===== src/rtl/adc_if_pkg.sv =====
package adc_if_pkg;
  typedef enum logic [1:0] {
    ST_WAIT  = 2'd0,
    ST_WRITE = 2'd1,
    ST_READ  = 2'd2
  } ifState_t;

  localparam logic [2:0] SEL_TEST = 3'b100;
  localparam logic [2:0] SEL_DATA = 3'b101;
  localparam logic [2:0] SEL_ZS   = 3'b110;
  localparam logic [2:0] SEL_FS   = 3'b111;

  typedef struct packed {
    logic       loadRead;
    logic       shiftOut;
    logic       shiftIn;
    logic       commitTest;
    logic       commitZs;
    logic       commitFs;
    logic [2:0] sel;
    logic [1:0] pair;
  } dpCtl_t;
endpackage


===== src/rtl/adc_if_ctrl.sv =====
module adc_if_ctrl
  import adc_if_pkg::*;
#(
  parameter int CAL_W      = 24,
  parameter int SHORT_W    = 16,
  parameter int TEST_W     = 8,
  parameter int ONES_LIMIT = 32
) (
  input  logic   clk,
  input  logic   rstN,
  input  logic   csN,
  input  logic   shiftEn,
  input  logic   sdi,
  input  logic   wordLen24,
  input  logic   calBusy,
  output dpCtl_t ctl,
  output logic   reading,
  output logic   calErr
);
  localparam int CNT_W  = $clog2(CAL_W + 1);
  localparam int ONES_W = $clog2(ONES_LIMIT);
  localparam logic [CNT_W-1:0] LEN_CAL   = CNT_W'(CAL_W);
  localparam logic [CNT_W-1:0] LEN_SHORT = CNT_W'(SHORT_W);
  localparam logic [CNT_W-1:0] LEN_TEST  = CNT_W'(TEST_W);
  localparam logic [ONES_W-1:0] ONES_LAST = ONES_W'(ONES_LIMIT - 1);

  ifState_t          state;
  logic [6:0]        commSh;
  logic [2:0]        commCnt;
  logic [CNT_W-1:0]  bitCnt, xferLen, newLen;
  logic [2:0]        selQ;
  logic [1:0]        pairQ;
  logic [ONES_W-1:0] onesCnt;

  logic       strobe, resync, commDone, commValid, calBlocked, startXfer, lastBit;
  logic [7:0] commByte;

  assign strobe     = shiftEn & ~csN;
  assign resync     = strobe & sdi & (onesCnt == ONES_LAST);
  assign commByte   = {commSh, sdi};
  assign commDone   = strobe & ~resync & (state == ST_WAIT) & (commCnt == 3'd7);
  assign commValid  = commDone & ~commByte[7] & commByte[6];
  assign calBlocked = commValid & (commByte[6:5] == 2'b11) & calBusy;
  assign startXfer  = commValid & ~calBlocked;
  assign lastBit    = strobe & ~resync & (state != ST_WAIT) & (bitCnt == xferLen - 1'b1);

  always_comb begin
    case (commByte[6:4])
      SEL_TEST: newLen = LEN_TEST;
      SEL_DATA: newLen = wordLen24 ? LEN_CAL : LEN_SHORT;
      default:  newLen = LEN_CAL;
    endcase
  end

  always_comb begin
    ctl            = '0;
    ctl.sel        = (state == ST_WAIT) ? commByte[6:4] : selQ;
    ctl.pair       = (state == ST_WAIT) ? commByte[1:0] : pairQ;
    ctl.loadRead   = startXfer & commByte[3];
    ctl.shiftOut   = strobe & ~resync & (state == ST_READ);
    ctl.shiftIn    = strobe & ~resync & (state == ST_WRITE);
    ctl.commitTest = lastBit & (state == ST_WRITE) & (selQ == SEL_TEST);
    ctl.commitZs   = lastBit & (state == ST_WRITE) & (selQ == SEL_ZS);
    ctl.commitFs   = lastBit & (state == ST_WRITE) & (selQ == SEL_FS);
  end

  assign reading = (state == ST_READ);

  always_ff @(posedge clk or negedge rstN) begin
    if (!rstN) begin
      state   <= ST_WAIT;
      commSh  <= '0;
      commCnt <= '0;
      bitCnt  <= '0;
      xferLen <= '0;
      selQ    <= '0;
      pairQ   <= '0;
      onesCnt <= '0;
    end else if (csN) begin
      state   <= ST_WAIT;
      commCnt <= '0;
      bitCnt  <= '0;
      onesCnt <= '0;
    end else if (strobe) begin
      onesCnt <= sdi ? onesCnt + 1'b1 : '0;
      if (resync) begin
        state   <= ST_WAIT;
        commCnt <= '0;
        bitCnt  <= '0;
        onesCnt <= '0;
      end else if (state == ST_WAIT) begin
        commSh  <= commByte[6:0];
        commCnt <= commCnt + 1'b1;
        if (startXfer) begin
          state   <= commByte[3] ? ST_READ : ST_WRITE;
          selQ    <= commByte[6:4];
          pairQ   <= commByte[1:0];
          xferLen <= newLen;
          bitCnt  <= '0;
        end
      end else if (lastBit) begin
        state  <= ST_WAIT;
        bitCnt <= '0;
      end else begin
        bitCnt <= bitCnt + 1'b1;
      end
    end
  end

  always_ff @(posedge clk or negedge rstN) begin
    if (!rstN)           calErr <= 1'b0;
    else if (calBlocked) calErr <= 1'b1;
  end

  assert_abort_idle_R6: assert property (@(posedge clk) disable iff (!rstN)
    csN |=> (state == ST_WAIT && bitCnt == '0 && commCnt == '0));
  assert_resync_wait_R7: assert property (@(posedge clk) disable iff (!rstN)
    resync |=> (state == ST_WAIT && onesCnt == '0 && commCnt == '0));
  assert_commit_onehot_R4: assert property (@(posedge clk) disable iff (!rstN)
    $onehot0({ctl.commitTest, ctl.commitZs, ctl.commitFs}));
  assert_err_sticky_R9: assert property (@(posedge clk) disable iff (!rstN)
    calErr |=> calErr);
  assert_busy_noxfer_R9: assert property (@(posedge clk) disable iff (!rstN)
    calBlocked |=> (calErr && state == ST_WAIT));
endmodule


===== src/rtl/adc_if_dp.sv =====
module adc_if_dp
  import adc_if_pkg::*;
#(
  parameter int          CAL_W     = 24,
  parameter int          TEST_W    = 8,
  parameter int          NUM_PAIRS = 3,
  parameter logic [23:0] ZS_RST    = 24'h1F4000,
  parameter logic [23:0] FS_RST    = 24'h5761AB
) (
  input  logic             clk,
  input  logic             rstN,
  input  dpCtl_t           ctl,
  input  logic             sdi,
  input  logic             reading,
  input  logic [CAL_W-1:0] convData,
  output logic             sdo,
  output logic             testMode
);
  localparam int PIDX_W = (NUM_PAIRS > 1) ? $clog2(NUM_PAIRS) : 1;
  localparam logic [PIDX_W-1:0] PAIR_MAX = PIDX_W'(NUM_PAIRS - 1);

  logic [CAL_W-2:0]  writeShift;
  logic [CAL_W-1:0]  wordIn, readShift, readVal;
  logic [TEST_W-1:0] testReg;
  logic [CAL_W-1:0]  zsReg [NUM_PAIRS];
  logic [CAL_W-1:0]  fsReg [NUM_PAIRS];
  logic [PIDX_W-1:0] pairIdx;

  assign wordIn  = {writeShift, sdi};
  assign pairIdx = (int'(ctl.pair) >= NUM_PAIRS) ? PAIR_MAX : PIDX_W'(ctl.pair);

  always_ff @(posedge clk or negedge rstN) begin
    if (!rstN)            writeShift <= '0;
    else if (ctl.shiftIn) writeShift <= wordIn[CAL_W-2:0];
  end

  always_ff @(posedge clk or negedge rstN) begin
    if (!rstN)               testReg <= '0;
    else if (ctl.commitTest) testReg <= wordIn[TEST_W-1:0];
  end

  assign testMode = |testReg;

  for (genvar p = 0; p < NUM_PAIRS; p++) begin : g_pair
    always_ff @(posedge clk or negedge rstN) begin
      if (!rstN) begin
        zsReg[p] <= CAL_W'(ZS_RST);
        fsReg[p] <= CAL_W'(FS_RST);
      end else begin
        if (ctl.commitZs && pairIdx == PIDX_W'(p)) zsReg[p] <= wordIn;
        if (ctl.commitFs && pairIdx == PIDX_W'(p)) fsReg[p] <= wordIn;
      end
    end

    assert_zs_hold_R4: assert property (@(posedge clk) disable iff (!rstN)
      !(ctl.commitZs && pairIdx == PIDX_W'(p)) |=> $stable(zsReg[p]));
    assert_fs_hold_R4: assert property (@(posedge clk) disable iff (!rstN)
      !(ctl.commitFs && pairIdx == PIDX_W'(p)) |=> $stable(fsReg[p]));
  end

  always_comb begin
    case (ctl.sel)
      SEL_TEST: readVal = {testReg, {(CAL_W - TEST_W){1'b0}}};
      SEL_DATA: readVal = convData;
      SEL_ZS:   readVal = zsReg[pairIdx];
      SEL_FS:   readVal = fsReg[pairIdx];
      default:  readVal = '0;
    endcase
  end

  always_ff @(posedge clk or negedge rstN) begin
    if (!rstN)             readShift <= '0;
    else if (ctl.loadRead) readShift <= readVal;
    else if (ctl.shiftOut) readShift <= {readShift[CAL_W-2:0], 1'b0};
  end

  assign sdo = reading & readShift[CAL_W-1];

  assert_test_hold_R8: assert property (@(posedge clk) disable iff (!rstN)
    !ctl.commitTest |=> $stable(testReg));
  assert_sdo_quiet_R3: assert property (@(posedge clk) disable iff (!rstN)
    !ctl.loadRead && !ctl.shiftOut |=> $stable(readShift));
endmodule


===== src/rtl/adc_serial_regif.sv =====
module adc_serial_regif
  import adc_if_pkg::*;
#(
  parameter int          CAL_W      = 24,
  parameter int          SHORT_W    = 16,
  parameter int          TEST_W     = 8,
  parameter int          NUM_PAIRS  = 3,
  parameter int          ONES_LIMIT = 32,
  parameter logic [23:0] ZS_RST     = 24'h1F4000,
  parameter logic [23:0] FS_RST     = 24'h5761AB
) (
  input  logic             clk,
  input  logic             rstN,
  input  logic             csN,
  input  logic             shiftEn,
  input  logic             sdi,
  output logic             sdo,
  input  logic             wordLen24,
  input  logic             calBusy,
  input  logic [CAL_W-1:0] convData,
  output logic             testMode,
  output logic             calErr
);
  dpCtl_t ctl;
  logic   reading;

  adc_if_ctrl #(
    .CAL_W(CAL_W), .SHORT_W(SHORT_W), .TEST_W(TEST_W), .ONES_LIMIT(ONES_LIMIT)
  ) u_ctrl (
    .clk(clk), .rstN(rstN), .csN(csN), .shiftEn(shiftEn), .sdi(sdi),
    .wordLen24(wordLen24), .calBusy(calBusy),
    .ctl(ctl), .reading(reading), .calErr(calErr)
  );

  adc_if_dp #(
    .CAL_W(CAL_W), .TEST_W(TEST_W), .NUM_PAIRS(NUM_PAIRS),
    .ZS_RST(ZS_RST), .FS_RST(FS_RST)
  ) u_dp (
    .clk(clk), .rstN(rstN), .ctl(ctl), .sdi(sdi), .reading(reading),
    .convData(convData), .sdo(sdo), .testMode(testMode)
  );
endmodule


===== config.mk =====
export PLATFORM = sky130hd
export DESIGN_NAME = adc_serial_regif
export DESIGN_NICKNAME = d
export VERILOG_FILES = /design/src/rtl/adc_if_pkg.sv /design/src/rtl/adc_if_ctrl.sv /design/src/rtl/adc_if_dp.sv /design/src/rtl/adc_serial_regif.sv
export SDC_FILE = /design/constraint.sdc
export NUM_CORES = 1
export LEC_CHECK = 0
export BUFFER_PORTS_ARGS = -buffer_cell sky130_fd_sc_hd__buf_2
export CAP_MARGIN = 0
export CORE_MARGIN = 4
export CORE_UTILIZATION = 56
export DETAILED_ROUTE_END_ITERATION = 8
export PLACE_DENSITY_LB_ADDON = 0.25
export SETUP_SLACK_MARGIN = 0.1
export SLEW_MARGIN = 20
export SYNTH_ARGS = -nofsm -noshare
export SYNTH_HDL_FRONTEND = slang
export SYNTH_SLANG_ARGS = --single-unit

===== constraint.sdc =====
create_clock -name clk -period 2.8 [get_ports clk]
set_clock_uncertainty 0.15 [all_clocks]
set_input_delay 0.56 -clock clk [delete_from_list [all_inputs] [get_ports clk]]
set_output_delay 0.56 -clock clk [all_outputs]
set_load 0.02 [all_outputs]

Yosys cells after proc, flatten, opt, wreduce, memory -nomap -nowiden. Cells that the tools add are included.

Add/subtract/negate cells: 4. Magnitude comparators: 2. Equal/unequal tests: 18. Mux-type cells: 35. Bitwise logic cells: 26. Reduce and logical (&&, ||, !) cells: 19.

Operators with widths (number): 24-bit two-way mux (6); 24-bit binary-select mux with 2-bit select (2); 24-bit case mux with 4 select lines (1); 5-bit two-way mux (10); 3-bit == test, second input constant (10); 1-bit AND (21); 2-bit two-way mux (9); 3-bit two-way mux (5); 5-bit by 1-bit adder with 5-bit output, second input constant (2); 5-bit case mux with 2 select lines (1); 8-bit OR reduction (1); 2-bit == test, second input constant (3); 1-bit logical AND (6); 2-bit nonzero test (3); 5-bit == test (1); 5-bit == test, second input constant (1); 5-bit AND reduction (1); 5-bit by 1-bit subtractor with 5-bit output, second input constant (1); 2-bit by 1-bit == test with 1-bit output, second input constant (2); 2-bit zero test (2); 4-bit two-way mux (1); 4-bit by 2-bit != test with 1-bit output, second input constant (1); 1-bit inverter (4); 2-bit AND reduction (2); other kinds (8) (8).

Flip-flop bits (word level): 232. Input port bits: 31. Logic and storage cells: 122.

Longest topological paths before layout.
Depth in word-level cells: 19. Gate-level depth with buffers: 11. Gate-level depth less buffers: 8.

By module. Synthesis repeated with hierarchy kept, for this count alone.

Cells, all modules: 783. Area total of the unflattened synthesis: 10807.9 um2.

Modules (own cells, without submodules): adc_if_dp (times used 1, cells an instance 617, area an instance 9121.2 um2, seq. area each 5051.1 um2); adc_if_ctrl (times used 1, cells an instance 166, area an instance 1686.6 um2, seq. area each 750.7 um2).

Worst setup path after synthesis. Ideal clock, no wire load.

Kind: flip-flop to flip-flop. From: register u_ctrl.onesCnt[0]. To: register u_dp.readShift[23]. Library setup time: 124 ps. Arrival time: 2454 ps. Slack: 72 ps. Stages on the path, launching flop included: 11. Path buffers: 2. Period minus slack after synthesis: 2728 ps. Cells stage by stage: dfrtp_1 -> ha_1 -> and3_1 -> ha_1 -> and2_1 -> clkbuf_1 -> nor4b_4 -> a21oi_1 -> buf_2 -> a22o_1 -> a211o_1.

Longest elaborated chain between the ends: 14. Elaborated cells between the ends (all ways): 16. Classes of those cells: eq/ne (1); mux (1); bitwise (13); reduce/logical (1).

RTL lines: start, declared (RTL line adc_if_ctrl.sv:33) `logic [ONES_W-1:0] onesCnt;`; start signal, assigned (RTL line adc_if_ctrl.sv:85) `onesCnt <= sdi ? onesCnt + 1'b1 : '0;`; 5-bit == test (*) (RTL line adc_if_ctrl.sv:39) `assign resync = strobe & sdi & (onesCnt == ONES_LAST);`; 1-bit AND (*) (RTL line adc_if_ctrl.sv:39); 1-bit inverter (no source line) (*); 1-bit AND (*) (RTL line adc_if_ctrl.sv:41, adc_if_ctrl.sv:60); 1-bit AND (2 in a row) (RTL line adc_if_ctrl.sv:41) `assign commDone = strobe & ~resync & (state == ST_WAIT) & (commCnt == 3'd7);`; 1-bit AND (2 in a row) (RTL line adc_if_ctrl.sv:42) `assign commValid = commDone & ~commByte[7] & commByte[6];`; 1-bit AND (2 in a row) (RTL line adc_if_ctrl.sv:43) `assign calBlocked = commValid & (commByte[6:5] == 2'b11) & calBusy;`; 1-bit inverter (RTL line adc_if_ctrl.sv:44) `assign startXfer = commValid & ~calBlocked;`; 1-bit AND (RTL line adc_if_ctrl.sv:44); 1-bit AND (RTL line adc_if_ctrl.sv:59) `ctl.loadRead = startXfer & commByte[3];`; 24-bit two-way mux / 2-bit nonzero test (equally long branches); end signal, assigned (RTL line adc_if_dp.sv:73) `else if (ctl.loadRead) readShift <= readVal;`; end signal, assigned (RTL line adc_if_dp.sv:74) `else if (ctl.shiftOut) readShift <= {readShift[CAL_W-2:0], 1'b0};`; end, declared (RTL line adc_if_dp.sv:23) `logic [CAL_W-1:0] wordIn, readShift, readVal;`.

Every way passes the cells marked *; elsewhere a longest branch is shown, timed or not. A chain may end at the register's enable or synchronous reset.

Worst setup path in the final report.
From: register u_ctrl.onesCnt[1]. To: register u_dp.readShift[2].

The elaborated chain is that of the path after synthesis.

==> results.sh <==
export IMPL_ys_warnings_count=0
export IMPL_combPwrFrac_pct=16.7
export IMPL_status="complete, no violations"
export IMPL_first_pass_iters=6
export IMPL_setup_viol=0
export IMPL_vias=7675
export IMPL_place_inst=1107
export IMPL_dp_hpwl_um=16800
export IMPL_grt_pass1_wl_um=43200
export IMPL_die_width_um=146
export IMPL_fin_crit_sh_pct=94.5
export IMPL_grt_max_degree=56
export IMPL_ys_seq_area_share_pct=54.2
export IMPL_yosysTopAreaCell="dfrtp_1"
export IMPL_grtUsageTotal_pct=25.1
export IMPL_final_setup_tns_ns=0
export IMPL_critPathLaunchType="flop"
export IMPL_rr_endpoint="u_dp.readShift[2]"
export IMPL_worst_pin_slew_ns=0.506
export IMPL_clk_latency_ns=0.51
export IMPL_maxCapViolCount=0
export IMPL_totalWireLength_um=28100
export IMPL_antennaDiodeCount=0
export IMPL_placementRows=50
export IMPL_final_cells=1164
export IMPL_min_path_type="in -> reg"
export IMPL_antenna_found_initial=0
export IMPL_h_tree_depth=1
export IMPL_rr_worst_depth=10
export IMPL_final_nets=948
export IMPL_clock_sinks=229
export IMPL_min_to="u_ctrl.xferLen[3]"
export IMPL_drive_above_1_share_pct=40.4
export IMPL_report_final_slew_viol_count=0
export IMPL_synthDistinctLibCells=70
export IMPL_vdd_drop_max_v=0.000402
export IMPL_ys_ff_latch=229
export IMPL_wl_per_cell_um=24.1
export IMPL_fin_ws_ns=0.154
export IMPL_cts_root_buf="clkbuf_16"
export IMPL_io_pins=34
export IMPL_r2r_start="u_ctrl.onesCnt[1]"
export IMPL_rrSetupSlack_ns=0.15
export IMPL_syn_avg_cell_area_um2=12.4
export IMPL_viasPerCell=6.59
export IMPL_netlist_instances=863
export IMPL_sw_frac_of_total_pct=28.8
export IMPL_power_switching_w=0.00234
export IMPL_io_buffer_count=33
export IMPL_crit_path_end_kind="flop"
export IMPL_drtIter0Drc=840
export IMPL_die_h_um=146
export IMPL_syn_cell_area_um2=10700
export IMPL_finalHoldViolCount=0
export IMPL_cp_arrival_ns=2.95
export IMPL_area_delta_synth_final_pct=15.1
export IMPL_syn_nets=899
export IMPL_final_common_cell="dfrtp_1"
export IMPL_min_from="wordLen24"
export IMPL_max_slew_margin_rel_pct=65.8
export IMPL_p_clk_share_pct=39.5
export IMPL_drc=0
export IMPL_power_density_nw_per_um2=660
export IMPL_place_gp_congestion=0.824
export IMPL_criticalPathCategory="reg -> reg"
export IMPL_coreArea_um2=18800
export IMPL_synth_edf_count=0
export IMPL_maxClockFrequency_ghz=0.378
export IMPL_cts_tree="built"
export IMPL_clockBufferDepth=3
export IMPL_p_leak_nw=5.77
export IMPL_drtAntennaViolNets=0
export IMPL_internal_power_w=0.00580
export IMPL_power_frac_seq_pct=43.8
export IMPL_synth_area_top_cells="dfrtp_1, mux2_2, dfstp_2"
export IMPL_die_area_um2=21400
export IMPL_synthFlopType="dfrtp_1"
export IMPL_grt_overflow=0
export IMPL_start_util_pct=57.1
export IMPL_dp_slack_ns=-0.0717
export IMPL_numCtsBuffers=25
export IMPL_cp_max_fo=15
export IMPL_period_minus_slack_ns=2.65
export IMPL_worstHoldPathCells=3
export IMPL_async_reset_ff_share_pct=100
export IMPL_synth_top_area_share_pct=40.2
export IMPL_cp_data_required_time_ns=3.10
export IMPL_rsz0062_at_grt="true"
export IMPL_grt_pass1_vias=7771
export IMPL_layout_common_cells="dfrtp_1, mux2_2, nand2_1"
export IMPL_clk_pin_slew_ns=0.06
[worst max-delay path by stage]
| stage | start | cells after the start | endpoint | slack, ns |
|---|---|---|---|---|
| after floorplan | u_ctrl.onesCnt[0] | 10 | u_dp.readShift[23] | 0.12 |
| after global placement | sdi | 5 | u_dp.zsReg[55] | 0.07 |
| after global routing | u_ctrl.onesCnt[0] | 10 | u_dp.readShift[2] | 0.07 |
| after detailed placement | u_ctrl.onesCnt[0] | 9 | u_dp.readShift[2] | -0.07 |
| after CTS | u_ctrl.onesCnt[0] | 9 | u_dp.zsReg[13] | 0.007 |
| final | u_ctrl.onesCnt[1] | 10 | u_dp.readShift[2] | 0.15 |
[cell usage after synthesis, types with 3 or more instances]
cell,number
mux2i_1,9
a22o_1,9
nor2_1,17
nor2b_1,4
nand2_2,3
inv_1,7
nand2_4,3
nor3_1,11
mux2_2,155
buf_2,27
a221oi_1,16
a222oi_1,31
ha_1,5
and2_1,3
or2_2,5
a21oi_1,16
mux2_4,5
a22oi_1,16
buf_6,4
buf_1,3
o21a_1,3
o22ai_1,8
o21ai_0,24
dfstp_2,57
dfrtp_1,172
a211o_1,24
buf_4,6
nor3b_1,34
nand3_1,25
nor4_1,3
nand2_1,86
clkbuf_1,23
nand2b_1,3
[cells by family (layout without fill, tap and decap cells)]
kind of cell             after synthesis  count (layout)  synth area share, %
buffers and inverters                 72             136                 3.52
AND/OR/NAND/NOR                      222             225                 11.7
AO/OA/AOI/OAI                        165             165                 12.2
multiplexers                         169             169                 17.8
XOR/XNOR                               1               1               0.0818
adder cells (fa/ha/maj)                5               5                0.584
flip-flops                           229             229                 54.2
[through the flow]
| step | hold slack, ns | instance area, µm² | utilization, % | power [W] |
|---|---|---|---|---|
| 6_report | 0.184 | 12300 | 65.7 | 0.00814 |
| 5_1_grt | 0.199 | 12300 | 65.7 | 0.00843 |
| 4_1_cts | 0.186 | 12100 | 64.6 | 0.00806 |
| 3_5_place_dp | 0.321 | 11300 | 60.0 | 0.00484 |
| 3_3_place_gp | 0.308 | 11300 | 60.0 | 0.00481 |
| 2_1_floorplan | 0.114 | 10700 | - | 0.00432 |
[per-layer routing]
layer	routed length, µm	share of wire [%]	global-route usage [%]
met4	476	1.7	5.97
met3	1590	5.7	3.20
met2	13900	50	42.7
met1	12100	43	34.7
met5	0	0	0
[sequential cells by signal (all words and copies together) (netlist names)]
register         flops
u_ctrl.bitCnt        5
u_ctrl.calErr        1
u_ctrl.commCnt       3
u_ctrl.commSh        7
u_ctrl.onesCnt       5
u_ctrl.pairQ         2
u_ctrl.selQ          3
u_ctrl.state         2
u_ctrl.xferLen       2
u_dp.fsReg          72
u_dp.readShift      24
u_dp.testReg         8
u_dp.writeShift     23
u_dp.zsReg          72
[power groups by stage]
stage / clock network, W / logic [W] / registers (W)
5_1_grt: 0.00342 / 0.00144 / 0.00357
6_report: 0.00322 / 0.00136 / 0.00356
2_1_floorplan: 0 / 0.000827 / 0.00349
3_5_place_dp: 0 / 0.00123 / 0.00361
4_1_cts: 0.00326 / 0.00124 / 0.00356
3_3_place_gp: 0 / 0.00120 / 0.00361
[worst max-delay path, stage by stage, from the launching register on]
cell and delay, ns:
dfrtp_1 0.41, ha_2 0.21, and3_1 0.21, ha_4 0.19, and2_4 0.20, nor4_4 0.36
buf_4 0.19, nand3b_1 0.13, buf_12 0.20, a211o_1 0.26, nand3_1 0.09
[repair_timing]
item,4_1_cts,5_1_grt
endpoints found under the setup margin,103,175
endpoints found under the hold margin,47,0
hold buffers,1,0
cloned,0,3
pin swaps,2,4
resized for setup,7,19
setup buffers,1,7
[area by class of cell]
class	instances	area, µm²
inverter	7	26.3
clock buffer	40	762
timing repair buffer	84	702
fill	1365	6440
multi-input combinational	565	4700
sequential	229	5800
clock inverter	5	50.0
tap	234	293
Note: power is estimated with default switching activity, not from simulation.
